--- config.mk ---
export PLATFORM = sky130hd
export DESIGN_NAME = trng_regfront
export DESIGN_NICKNAME = d
export VERILOG_FILES = /design/src/rtl/trng_regfront_pkg.sv /design/src/rtl/trng_out_hold.sv /design/src/rtl/trng_status_irq.sv /design/src/rtl/trng_cfg_regs.sv /design/src/rtl/trng_regfront.sv
export SDC_FILE = /design/constraint.sdc
export NUM_CORES = 1
export LEC_CHECK = 0
export BUFFER_PORTS_ARGS = -buffer_cell sky130_fd_sc_hd__buf_2
export CAP_MARGIN = 10
export CELL_PAD_IN_SITES_DETAIL_PLACEMENT = 1
export CELL_PAD_IN_SITES_GLOBAL_PLACEMENT = 1
export CORE_MARGIN = 2
export CORE_UTILIZATION = 35
export DETAILED_ROUTE_END_ITERATION = 8
export GPL_TIMING_DRIVEN = 0
export PLACE_DENSITY_LB_ADDON = 0.15
export SETUP_SLACK_MARGIN = 0.2
export SLEW_MARGIN = 0
export SYNTH_ARGS = -nofsm -noshare
export SYNTH_HDL_FRONTEND = slang
export SYNTH_SLANG_ARGS = --single-unit
--- constraint.sdc ---
create_clock -name clk -period 2.7 [get_ports clk]
set_input_delay 0.54 -clock clk [delete_from_list [all_inputs] [get_ports clk]]
set_output_delay 0.54 -clock clk [all_outputs]
set_load 0.05 [all_outputs]
--- src/rtl/trng_regfront_pkg.sv ---
`timescale 1ns/1ps
package trng_regfront_pkg;
  localparam int WORD_W   = 32;
  localparam int OFS_STAT = 'h10;
  localparam int OFS_CTRL = 'h14;
  localparam int OFS_CFG  = 'h18;
  localparam int OFS_THR  = 'h1C;
  localparam int ST_READY = 0;
  localparam int ST_STUCK = 2;
  localparam int ALARM_W  = 6;

  // Alarm pulse vector to status bit positions 7:1 (bit 2 is internal).
  function automatic logic [7:1] alarm_to_status(input logic [ALARM_W-1:0] a);
    logic [7:1] v;
    v    = '0;
    v[1] = a[0];
    v[3] = a[1];
    v[4] = a[2];
    v[5] = a[3];
    v[6] = a[4];
    v[7] = a[5];
    return v;
  endfunction

  function automatic logic irq_calc(input logic [7:1] st, input logic [7:1] en);
    return |(st & en);
  endfunction
endpackage

--- src/rtl/trng_out_hold.sv ---
`timescale 1ns/1ps
module trng_out_hold #(
  parameter int BLOCK_W = 128
) (
  input  logic               clk,
  input  logic               rst_n,
  input  logic               enable,
  input  logic               ack,
  input  logic               src_valid,
  input  logic [BLOCK_W-1:0] src_block,
  output logic               src_ready,
  output logic               ready_q,
  output logic [BLOCK_W-1:0] data_q,
  output logic               load_evt,
  output logic               stuck_evt
);
  logic have_prev_q;

  assign src_ready = enable && !ready_q;
  assign load_evt  = src_ready && src_valid;
  assign stuck_evt = load_evt && have_prev_q && (src_block == data_q);

  always_ff @(posedge clk) begin
    if (!rst_n) begin
      ready_q     <= 1'b0;
      data_q      <= '0;
      have_prev_q <= 1'b0;
    end else if (load_evt) begin
      ready_q     <= 1'b1;
      data_q      <= src_block;
      have_prev_q <= 1'b1;
    end else if (ack) begin
      ready_q     <= 1'b0;
    end
  end
endmodule

--- src/rtl/trng_status_irq.sv ---
`timescale 1ns/1ps
module trng_status_irq (
  input  logic       clk,
  input  logic       rst_n,
  input  logic [7:1] set_vec,
  input  logic [7:1] clr_vec,
  input  logic [7:1] mask,
  output logic [7:1] status_q,
  output logic       irq
);
  import trng_regfront_pkg::*;

  always_ff @(posedge clk) begin
    if (!rst_n) status_q <= '0;
    else        status_q <= (status_q & ~clr_vec) | set_vec;
  end

  assign irq = irq_calc(status_q, mask);
endmodule

--- src/rtl/trng_cfg_regs.sv ---
`timescale 1ns/1ps
module trng_cfg_regs (
  input  logic        clk,
  input  logic        rst_n,
  input  logic        wr_ctrl,
  input  logic        wr_cfg,
  input  logic        wr_thr,
  input  logic [31:0] wdata,
  output logic [31:0] ctrl_rd,
  output logic [31:0] cfg_rd,
  output logic [31:0] thr_rd,
  output logic        rng_enable,
  output logic        test_mode,
  output logic [7:1]  mask,
  output logic [7:0]  refill_min,
  output logic [15:0] refill_max,
  output logic [7:0]  alarm_thresh
);
  always_ff @(posedge clk) begin
    if (!rst_n) begin
      rng_enable   <= 1'b0;
      test_mode    <= 1'b0;
      mask         <= '0;
      refill_min   <= '0;
      refill_max   <= '0;
      alarm_thresh <= '0;
    end else begin
      if (wr_ctrl) begin
        rng_enable <= wdata[10];
        test_mode  <= wdata[8];
        mask       <= wdata[7:1];
      end
      if (wr_cfg) begin
        refill_max <= wdata[31:16];
        refill_min <= wdata[7:0];
      end
      if (wr_thr) alarm_thresh <= wdata[7:0];
    end
  end

  assign ctrl_rd = {21'b0, rng_enable, 1'b0, test_mode, mask, 1'b0};
  assign cfg_rd  = {refill_max, 8'h00, refill_min};
  assign thr_rd  = {24'h0, alarm_thresh};
endmodule

--- src/rtl/trng_regfront.sv ---
`timescale 1ns/1ps
module trng_regfront #(
  parameter int ADDR_W     = 8,
  parameter int DATA_WORDS = 4
) (
  input  logic                                          clk,
  input  logic                                          rst_n,
  input  logic                                          bus_wr,
  input  logic [ADDR_W-1:0]                             bus_addr,
  input  logic [31:0]                                   bus_wdata,
  output logic [31:0]                                   bus_rdata,
  input  logic                                          src_valid,
  input  logic [DATA_WORDS*trng_regfront_pkg::WORD_W-1:0] src_block,
  output logic                                          src_ready,
  input  logic [trng_regfront_pkg::ALARM_W-1:0]         alarm_in,
  output logic                                          irq,
  output logic                                          rng_enable,
  output logic                                          test_mode,
  output logic [7:0]                                    refill_min,
  output logic [15:0]                                   refill_max,
  output logic [7:0]                                    alarm_thresh
);
  import trng_regfront_pkg::*;

  localparam int BLOCK_W = DATA_WORDS * WORD_W;

  logic               hit_stat, hit_ctrl, hit_cfg, hit_thr;
  logic               ack_rdy;
  logic [7:1]         clr_bits, set_bits, status_bits, mask_bits;
  logic               ready_q, load_evt, stuck_evt;
  logic [BLOCK_W-1:0] data_q;
  logic [31:0]        ctrl_rd, cfg_rd, thr_rd;
  logic [DATA_WORDS-1:0] word_hit;
  logic [31:0]        word_val [DATA_WORDS];

  assign hit_stat = (bus_addr == ADDR_W'(OFS_STAT));
  assign hit_ctrl = (bus_addr == ADDR_W'(OFS_CTRL));
  assign hit_cfg  = (bus_addr == ADDR_W'(OFS_CFG));
  assign hit_thr  = (bus_addr == ADDR_W'(OFS_THR));

  assign ack_rdy  = bus_wr && hit_stat && bus_wdata[ST_READY];
  assign clr_bits = (bus_wr && hit_stat) ? bus_wdata[7:1] : '0;

  always_comb begin
    set_bits           = alarm_to_status(alarm_in);
    set_bits[ST_STUCK] = stuck_evt;
  end

  trng_out_hold #(.BLOCK_W(BLOCK_W)) u_hold (
    .clk(clk), .rst_n(rst_n), .enable(rng_enable), .ack(ack_rdy),
    .src_valid(src_valid), .src_block(src_block), .src_ready(src_ready),
    .ready_q(ready_q), .data_q(data_q), .load_evt(load_evt),
    .stuck_evt(stuck_evt)
  );

  trng_status_irq u_stat (
    .clk(clk), .rst_n(rst_n), .set_vec(set_bits), .clr_vec(clr_bits),
    .mask(mask_bits), .status_q(status_bits), .irq(irq)
  );

  trng_cfg_regs u_cfg (
    .clk(clk), .rst_n(rst_n),
    .wr_ctrl(bus_wr && hit_ctrl), .wr_cfg(bus_wr && hit_cfg),
    .wr_thr(bus_wr && hit_thr), .wdata(bus_wdata),
    .ctrl_rd(ctrl_rd), .cfg_rd(cfg_rd), .thr_rd(thr_rd),
    .rng_enable(rng_enable), .test_mode(test_mode), .mask(mask_bits),
    .refill_min(refill_min), .refill_max(refill_max),
    .alarm_thresh(alarm_thresh)
  );

  for (genvar g = 0; g < DATA_WORDS; g++) begin : g_word
    assign word_hit[g] = (bus_addr == ADDR_W'(g * 4));
    assign word_val[g] = data_q[g*WORD_W +: WORD_W];
  end

  always_comb begin
    bus_rdata = '0;
    for (int i = 0; i < DATA_WORDS; i++)
      if (word_hit[i]) bus_rdata = word_val[i];
    if (hit_stat) bus_rdata = {24'h0, status_bits, ready_q};
    if (hit_ctrl) bus_rdata = ctrl_rd;
    if (hit_cfg)  bus_rdata = cfg_rd;
    if (hit_thr)  bus_rdata = thr_rd;
  end
endmodule

Word level (Yosys, flattened, before mapping):

Cells that the tools add are included.

* bitwise operators: 4
* mux-type cells: 11
* multiply operators: 0
* shift-type cells: 0
* order comparisons: 0
* div/mod/pow operators: 0
* equality and inequality tests: 8
* $add $sub $neg: 0
* reductions and logical operators: 13

Operators by type and width (number)
* two-way mux 32 bit: 8
* == test 128 bit: 1
* == test 8 x 5 -> 1 bit, second input constant: 4
* == test 8 x 4 -> 1 bit, second input constant: 2
* AND 7 bit: 2
* logical AND 1 bit: 9
* == test 8 x 3 -> 1 bit, second input constant: 1
* zero test 8 bit: 1
* two-way mux 7 bit: 1
* NOT 7 bit: 1
* bitwise OR 7 bit: 1
* OR reduction 7 bit: 1
* two-way mux 1 bit: 2
* nonzero test 2 bit: 1
* zero test 1 bit: 1

* register bits after elaboration: 178
* bits in latches: 0
* bits of input ports: 178
* memories kept: 0
* bits in writable memories: 0
* output and inout port bits: 68
* bits in read-only memories: 0
* word-level logic and storage cells: 46

Depth between registers and ports, before layout:

Gate-level depths: netlist of the first run.

* word-level depth: 9
* depth in mapped cells: 8
* depth with buffers taken out: 6

Cells and area by module:

From an unflattened synthesis of the first run, not the netlist that was laid out.

* cell total of the unflattened synthesis: 1285
* area, all modules: 11536.1 um^2

By module, submodules not included
* trng_out_hold: sequential area each 2602.5 um^2, area each 6346.1 um^2, cells each 781, instances 1
* trng_regfront: sequential area each 0.0 um^2, area each 2632.5 um^2, cells each 250, instances 1
* trng_cfg_regs: sequential area each 820.8 um^2, area each 2290.9 um^2, cells each 229, instances 1
* trng_status_irq: sequential area each 140.1 um^2, area each 266.5 um^2, cells each 25, instances 1

Worst setup path before layout of the first run:

Ideal clock, no wire load.

* path kind: input -> output
* start: in bus_addr[5]
* end: out bus_rdata[0]
* data arrival time: 3.006 ns
* cell stages on the path: 5
* path buffers: 2
* required time: 2.160 ns
* slack: -0.846 ns
* cells stage by stage: or4_4 > or3b_1 > buf_6 > buf_6 > o32ai_1

* word-level cells in the longest chain between the ends: 9
* elaborated cells between the ends (all ways): 16
* those cells by class: eq/ne: 7; mux: 8; reduce/logical: 1

Ends and longest elaborated chain
* from (decl): line trng_regfront.sv:9 `input logic [ADDR_W-1:0] bus_addr,`
* zero test 8 bit: line trng_regfront.sv:72 `assign word_hit[g] = (bus_addr == ADDR_W'(g * 4));`
* two-way mux 32 bit (4 in a row): line trng_regfront.sv:79 `if (word_hit[i]) bus_rdata = word_val[i];`
* two-way mux 32 bit: line trng_regfront.sv:80 `if (hit_stat) bus_rdata = {24'h0, status_bits, ready_q};`
* two-way mux 32 bit: line trng_regfront.sv:81 `if (hit_ctrl) bus_rdata = ctrl_rd;`
* two-way mux 32 bit: line trng_regfront.sv:82 `if (hit_cfg) bus_rdata = cfg_rd;`
* two-way mux 32 bit (*): line trng_regfront.sv:83 `if (hit_thr) bus_rdata = thr_rd;`
* to (decl): line trng_regfront.sv:11 `output logic [31:0] bus_rdata,`

Mark *: on every way between the ends. The rest lies on a longest branch, timed or not.

Final worst setup path of the first run:

* start: in bus_addr[5]
* end: out bus_rdata[5]

The elaborated chain is that of the path after synthesis.

==> results of run 1 <==
==> worst paths after layout <==
| check | start | endpoint | slack (ns) |
|---|---|---|---|
| setup / recovery | bus_addr[5] | bus_rdata[5] | -0.54 |
| hold / removal | alarm_in[4] | u_stat.status_q[6] | 0.30 |
| setup reg to reg | u_hold.data_q[96] | u_stat.status_q[2] | 0.31 |
| hold reg to reg | u_hold.have_prev_q | u_hold.have_prev_q | 0.48 |
==> cells in the mapped netlist (6+ instances only) <==
cell | number | area share (%)
nand2_1 | 361 | 14
a21boi_1 | 25 | 1.9
o21ai_0 | 32 | 1.7
a21oi_1 | 44 | 2.3
o21a_1 | 8 | 0.62
a221oi_1 | 7 | 0.63
dfxtp_1 | 178 | 37
mux4_2 | 7 | 1.6
mux2_2 | 17 | 2.0
nand2b_1 | 7 | 0.45
xnor2_1 | 23 | 2.1
and2_1 | 8 | 0.52
buf_6 | 6 | 0.70
inv_1 | 46 | 1.8
xor2_1 | 60 | 5.4
mux2i_1 | 8 | 0.83
nor2_1 | 36 | 1.4
a21boi_0 | 151 | 12
nand4_1 | 12 | 0.77
nand3_1 | 20 | 1.0
a2111oi_0 | 10 | 0.90
nor2b_1 | 13 | 0.84
o22ai_1 | 34 | 2.2
nor4_1 | 20 | 1.3
clkbuf_1 | 69 | 2.7
a21o_1 | 7 | 0.54
==> critical path, cell delays in order <==
cell and delay, ns:
buf_6 0.09, or4_4 0.56, or3b_4 0.42, buf_12 0.16
buf_12 0.13, a2111oi_0 0.49, a21oi_2 0.11, buf_6 0.19
==> final cells by class <==
class / count / area, um2
plain buffers: 83 / 555.5
clock buffers: 19 / 432.9
clock inverters: 13 / 150.1
fillers: 3343 / 13970
inverters: 46 / 172.7
multi-input cells: 943 / 6160
flip-flops and latches: 178 / 3563
well taps: 372 / 465.4
repair buffers: 262 / 1630
==> logic make-up after synthesis <==
| family | Yosys count | share of synthesized area [%] |
|---|---|---|
| AOI/OAI and AO/OA | 338 | 24.29 |
| muxes | 32 | 4.422 |
| and+or+nand+nor | 490 | 21.52 |
| DFF | 178 | 36.72 |
| xor gates and xnor gates | 83 | 7.490 |
| buffers and inverters | 129 | 5.569 |
==> sequential cells by signal, summed over array words and instances, names as in the netlist <==
signal	flops
u_hold.data_q	128
u_cfg.alarm_thresh	8
u_cfg.rng_enable	1
u_hold.ready_q	1
u_cfg.refill_max	16
u_cfg.test_mode	1
u_cfg.mask	7
u_hold.have_prev_q	1
u_stat.status_q	7
u_cfg.refill_min	8
==> where the power goes <==
| part | internal (W) | total, W | switching [W] |
|---|---|---|---|
| combinational | 0.000243 | 0.000638 | 0.000396 |
| sequential | 0.00263 | 0.00264 | 0.00000821 |
| clock | 0.00138 | 0.00260 | 0.00122 |
==> metrics by stage <==
stage | hold slack, ns | area (um2)
floorplan | 0.4406 | 9998
global placement | 0.4521 | 11650
detailed placement | 0.4678 | 11650
CTS | 0.2949 | 12860
global route | 0.2961 | 13130
finish | 0.2973 | 13130
==> layer usage <==
layer / up-vias / GRT usage (%)
li1: 4817 / -
met1: 5095 / 42.18
met2: 457 / 53.07
met3: 76 / 5.020
met4: 0 / 10.74
met5: - / 0
==> repair_timing <==
action                                 4_1_cts  5_1_grt
pin swaps                                   16       18
resized for setup                          163       74
setup endpoints to repair                   33       87
endpoints found under the hold margin        0        0
cloned                                       1        0
setup buffers                               15        9
==> impl.org, run 1 <==
** Outcome
- Outcome :: complete, but fails checks
- Violated checks :: setup timing

** Cells and area
- Measured on the finished design, the core utilization comes to 48.45%.
- Antenna cell count :: 0
- After the last flow step, the layout net total stands at 1709.
- Excluding fillers, the count of instances in the completed layout stands at 1916.
- The library cell used most frequently in the layout, excluding fill and tap cells, is nand2_1.
- Synth-to-Final Area Change :: 35.28%
- Most frequent cells in the layout :: 340 x nand2_1, 205 x buf_2, 178 x dfxtp_1
- Cells with a size suffix above 1 make up 28.17% of the layout.

** CTS
- The tree is rooted in a clkbuf_16.
- Clock-pin transition on the worst setup and hold timing paths :: 0.07 ns
- In this run the number of H-tree levels came out at 4.
- Clock network latency to the later pin of the worst-skew pair :: 0.44 ns
- Clock sink count :: 178
- Total clock buffers created by CTS :: 17
- TritonCTS built the clock tree.
- Number of buffers inserted for hold repair after clock tree synthesis :: 0
- Number of buffers on the longest clock path :: 2

** Worst setup path
- Worst Path Class, Setup :: in -> out
- STA puts the critical path data required time at 2.16 ns.
- Kind of end point of the critical path :: output pin
- Data on the critical path arrives at its endpoint at 2.70 ns.
- In this run the worst path has a maximum fanout of 6.
- Startpoint type of the worst setup path :: input port
- The worst register-to-register path has a depth of 6.

** Timing
- The max-slew violation total from the final report is 0.
- The worst pin sits at a relative slew slack of 42.41%.
- After layout, the worst setup slack is -0.5426 ns.
- Timing would allow up to 308.4 MHz.
- Between clock sinks in the finished design, the worst skew comes to 0.01054 ns.
- TNS Setup :: -12.23 ns
- The worst path uses 120.1% of the clock period.
- Setup repair after global routing could not meet its margin everywhere.
- Time the worst path needs with I/O delays and setup :: 3.243 ns
- Setup violations remaining at the end of the flow were counted as 26.
- Least-Margin Pin Slew :: 0.8639 ns
- Final number of hold-violating endpoints :: 0

** Floorplan
- During I/O placement, the number of pins put on the boundary was 246.
- From bottom edge to top edge, the die measures 170.5 um.
- Row generation in the floorplan step produced 60 rows.
- The die covers 29080 um2.
- Standard cell core area :: 27100 um2
- Once the floorplan was initialized, standard cells occupied 35.81% of the core.
- From left edge to right edge, the die measures 170.5 um.

** Place
- Routability-driven placement finished with a final weighted congestion of 0.9755.
- The wire-length estimate of the detail-placed layout is 36.60 mm.
- Port buffering added 237 buffers.
- Post-placement cell count :: 1859
- Worst setup slack before clock tree synthesis :: -1.381 ns

** Global routing
- Total congestion overflow after global routing :: 0
- The initial antenna violation count was 0.
- Pin count of the biggest net entering global routing :: 17
- The number of global-route vias before repair was 10442.
- GRT Util Overall :: 31.92%
- Global-route wire length before repair :: 67.42 mm

** Detailed routing
- Number of search-and-repair iterations in the first detailed-routing pass :: 5
- Wire segments on met3 add up to 3.153 mm in the final route.
- DRC violation count after routing :: 0
- Initial detailed-routing violation count :: 911
- Wire segments on met2 add up to 21.74 mm in the final route.
- In this run the remaining antenna-violating nets after routing total 0.
- Summed over all layers, the routed wires come to 46.82 mm.
- Vias after detailed routing :: 10445
- The highest layer touched by signal routing is met4.
- In the routed layout, each cell is associated on average with a via count of 5.451.
- Metal1 wirelength :: 20.40 mm
- Dividing the detail-routed wire length by the instance count gives 24.44 um.

** Min path
- The worst hold path passes through 2 cells.
- Class of the tightest hold or removal check :: in -> reg

** Synthesis
- Counting flops with a built-in enable in the synthesized netlist gives 0.
- Post-synthesis net count :: 1428
- Average footprint of a synthesized cell :: 7.764 um2
- Sequential elements use 36.72% of the synthesized area.
- Total of flip-flops plus latches after synthesis :: 178
- Yosys synthesis warning count :: 0
- Synthesis handed over a netlist of 1250 instances.
- In the synthesized netlist the async set-or-reset flop fraction comes to 0%.
- Summing every instance area after synthesis gives 9706 um2.
- The most used flip-flop cell after synthesis is dfxtp_1.
- The synthesized netlist contains 48 unique library cells.

** Flow run
- Across the run, the number of max-cap violations was 0.

** Power and ir drop
- Tot Pwr :: 0.005876 W
- The analysis attributes to cell leakage a power of 5.118 nW.
- Power per cell area :: 447.5 nW/um2
- IR analysis of the VDD net gives a maximum drop of 0.3430 mV.
No activity file was read; power rests on OpenSTA's default activity.
==> run 2: changes to the inputs <==
- MAX_ROUTING_LAYER: not set -> met4
==> impl.org, run 2 (same netlist as run 1, synthesis figures left out) <==
** Outcome
- The flow ran to the end, but the final reports show violations.
- Violated checks :: setup timing

** Worst setup path
- The largest fanout on the critical path came to 7 (+1).
- The worst register-to-register path begins at u_hold.data_q[96].
- The worst setup path is captured at an output pin.
- In this design, the critical path's most frequently occurring cell is buf_6.
- Top delay family on crit path :: simple AND/OR/NAND/NOR gates
- The critical path starts at bus_addr[5].
- Worst Path Arrival :: 2.68 ns (-0.02 ns)
- The critical path data required time came to 2.16 ns (about the same).
- The number of buffer and inverter stages on the critical path came to 4 (unchanged).
- Critical Path Stages :: 10 (+2)
- The number of cells on the worst reg-to-reg path is 6 (unchanged).
- Slowest library cell on the worst path :: or4_4
- Delay of the slowest cell on the worst path :: 0.54 ns (-0.02 ns)
- CP Cell Sequence :: buf_6, or4_4, or3b_4, buf_12, buf_8, a21o_1, nor2_1, a2111oi_1, a21oi_2, buf_6
- STA classifies the critical path startpoint as an input port.
- Worst Path Class, Setup :: in -> out

** Detailed routing
- Initial detailed-routing violation count :: 827 (-9.2%)
- The DRC violation count after routing came to 0 (unchanged).
- The post-route antenna net violation count came to 0 (unchanged).
- The number of iterations in the first detailed-routing pass is 5 (unchanged).
- The final wirelength came to 47.90 mm (+2.3%).
- Detailed-route vias per instance :: 5.506 (+1.0%)
- Per-cell routed wire length :: 24.95 um (+2.1%)
- Vias after detailed routing :: 10571 (+1.2%)

** Min path
- The path class of the tightest hold or removal check is in -> reg.
- Min-delay src :: alarm_in[4]
- The number of stages on the worst hold path was 2 (unchanged).

** Timing
- Setup WS post-layout :: -0.5180 ns (+0.02462 ns)
- The ratio of final minimum period to clock period came to 119.2% (-0.91 points).
- Least-Margin Pin Slew :: 0.8498 ns (-0.01408 ns)
- The shortest clock period the worst path allows after layout was 3.218 ns (-0.02462 ns).
- Final number of hold-violating endpoints :: 0 (unchanged)
- The final-report setup violation count is 32 (+23%).
- Hold slack final :: 0.2911 ns (-0.006232 ns)
- Worst Clk Skew :: 0.01505 ns (+0.004503 ns)
- Number of slew-limit violations in the final report :: 0 (unchanged)
- The highest clock rate came to 310.7 MHz (+0.76%).
- Headroom to the max-slew limit :: 43.35% (+0.94 points)
- Setup repair after global routing could not meet its margin everywhere.

** CTS
- Clock network latency to the later pin of the worst-skew pair :: 0.45 ns (about the same)
- The maximum count of clock buffers along a single path was 2 (unchanged).
- Maximum level of the CTS H-tree :: 4 (unchanged)
- TritonCTS built the clock tree.
- Clock-pin transition on the worst setup and hold timing paths :: 0.08 ns (about the same)
- Total clock buffers created by CTS :: 17 (unchanged)
- Root buffer cell :: clkbuf_16
- The clock sink count came to 178 (unchanged).

** Cells and area
- The filler cell count is 3291 (-1.6%).
- Largest reg by FF count :: u_hold.data_q
- Most common cell after layout, fill and taps aside :: nand2_1
- Relative to the synthesized area, the layout overhead comes to 37.09%.
- Total Nets Final :: 1713 (+0.23%)
- Largest registers in the final layout :: u_hold.data_q: 128 flops, u_cfg.refill_max: 16 flops
- Fraction of final layout cells with drive strength greater than 1 :: 29.41% (+1.2 points)
- The flip-flop count of the largest register after layout came to 128 (unchanged).
- Leaving out fill and tap cells, the most frequent cells in the layout are 344 x nand2_1, 206 x buf_2, 178 x dfxtp_1.

** Floorplan
- Die X-Extent :: 170.5 um (unchanged)
- The vertical extent of the die is 170.5 um (unchanged).
- The number of top-level design ports is 246 (unchanged).
- The total die area is 29080 um2 (unchanged).
- The core outline area was 27100 um2 (unchanged).
- The floorplan row count was 60 (unchanged).
- Starting utilization of the core area :: 35.81% (unchanged)

** Global routing
- Antenna violations before repair :: 0 (unchanged)
- The final global-route overflow total was 0 (unchanged).
- GRT Util Overall :: 33.61% (+1.7 points)
- The global-route wire length before repair came to 68.84 mm (+2.1%).
- Number of global-route vias before repair :: 10671 (+2.2%)
- The pin count of the biggest net entering global routing is 17 (unchanged).

** Place
- DP Wirelength :: 37.00 mm (+1.1%)
- The routability congestion estimate from global placement came to 0.9889 (+1.4%).
- Worst setup slack before clock tree synthesis :: -1.402 ns (-0.02088 ns)
- The total of buffers placed on input and output ports is 237 (unchanged).

** Power and ir drop
- The power density over the cells came to 461.5 nW/um2 (+3.1%).
- The total leakage power came to 5.126 nW (+0.16%).
- Worst supply voltage drop on vdd :: 0.3111 mV (-9.3%)

** Flow run
- The total of max-cap violations was 0 (unchanged).
run 2: through the flow:
stage	utilization (%)	instances	power, W	cell area (um2)	TNS [ns]
floorplan	-	1250	0.002932	9998	-6.551
global placement	42.99	1859	0.003287	11650	-32.96
detailed placement	42.99	1859	0.003288	11650	-33.66
CTS	47.80	1907	0.006125	12950	-12.37
global route	49.09	1919	0.006264	13300	-14.09
finish	49.10	1920	0.006140	13310	-12.61
run 2: worst reg2reg max path: stages, from the launching register on:
cell and delay, ns:
dfxtp_1 0.34, xnor2_1 0.42, nand4_1 0.25, nor4_1 0.55, nand4_1 0.18, nor4_2 0.45, a31o_1 0.20
run 2: area by class of cell:
| class | count | area (um2) | area share, % |
|---|---|---|---|
| multi-input combinational | 943 | 6221 | 46.76 |
| antenna | 1 | 2.502 | 0.01881 |
| clock buffer | 19 | 452.9 | 3.404 |
| inverter | 46 | 172.7 | 1.298 |
| clock inverter | 12 | 193.9 | 1.458 |
| tap | 372 | 465.4 | 3.498 |
| buffer | 83 | 523.0 | 3.931 |
| sequential | 178 | 3563 | 26.78 |
| timing repair buffer | 266 | 1710 | 12.85 |
run 2: final timing paths:
check	slack, ns	end
setup reg to reg	0.25	u_stat.status_q[2]
hold reg to reg	0.48	u_hold.data_q[91]
hold / removal	0.29	u_stat.status_q[6]
setup / recovery	-0.52	bus_rdata[6]
run 2: timing repair:
action | in CTS | in global routing
pin swaps | 22 | 21
gates resized for setup | 172 | 84
endpoints found under the setup margin | 32 | 124
setup buffers | 15 | 12
hold buffers | 0 | 0
hold endpoints to repair | 0 | 0
gates cloned | 2 | 0
run 2: metal layers:
layer / wire [um] / track usage, %
met1: 20880 / 42.98
met2: 22100 / 54.15
met3: 3009 / 4.279
met4: 1906 / 13.08
met5: 0 / -
run 2: report_power, final:
| group | leakage [nW] | internal, W | switching [W] |
|---|---|---|---|
| sequential | 1.43 | 0.00263 | 0.00000892 |
| combinational | 3.38 | 0.000239 | 0.000404 |
| clock | 0.314 | 0.00162 | 0.00124 |
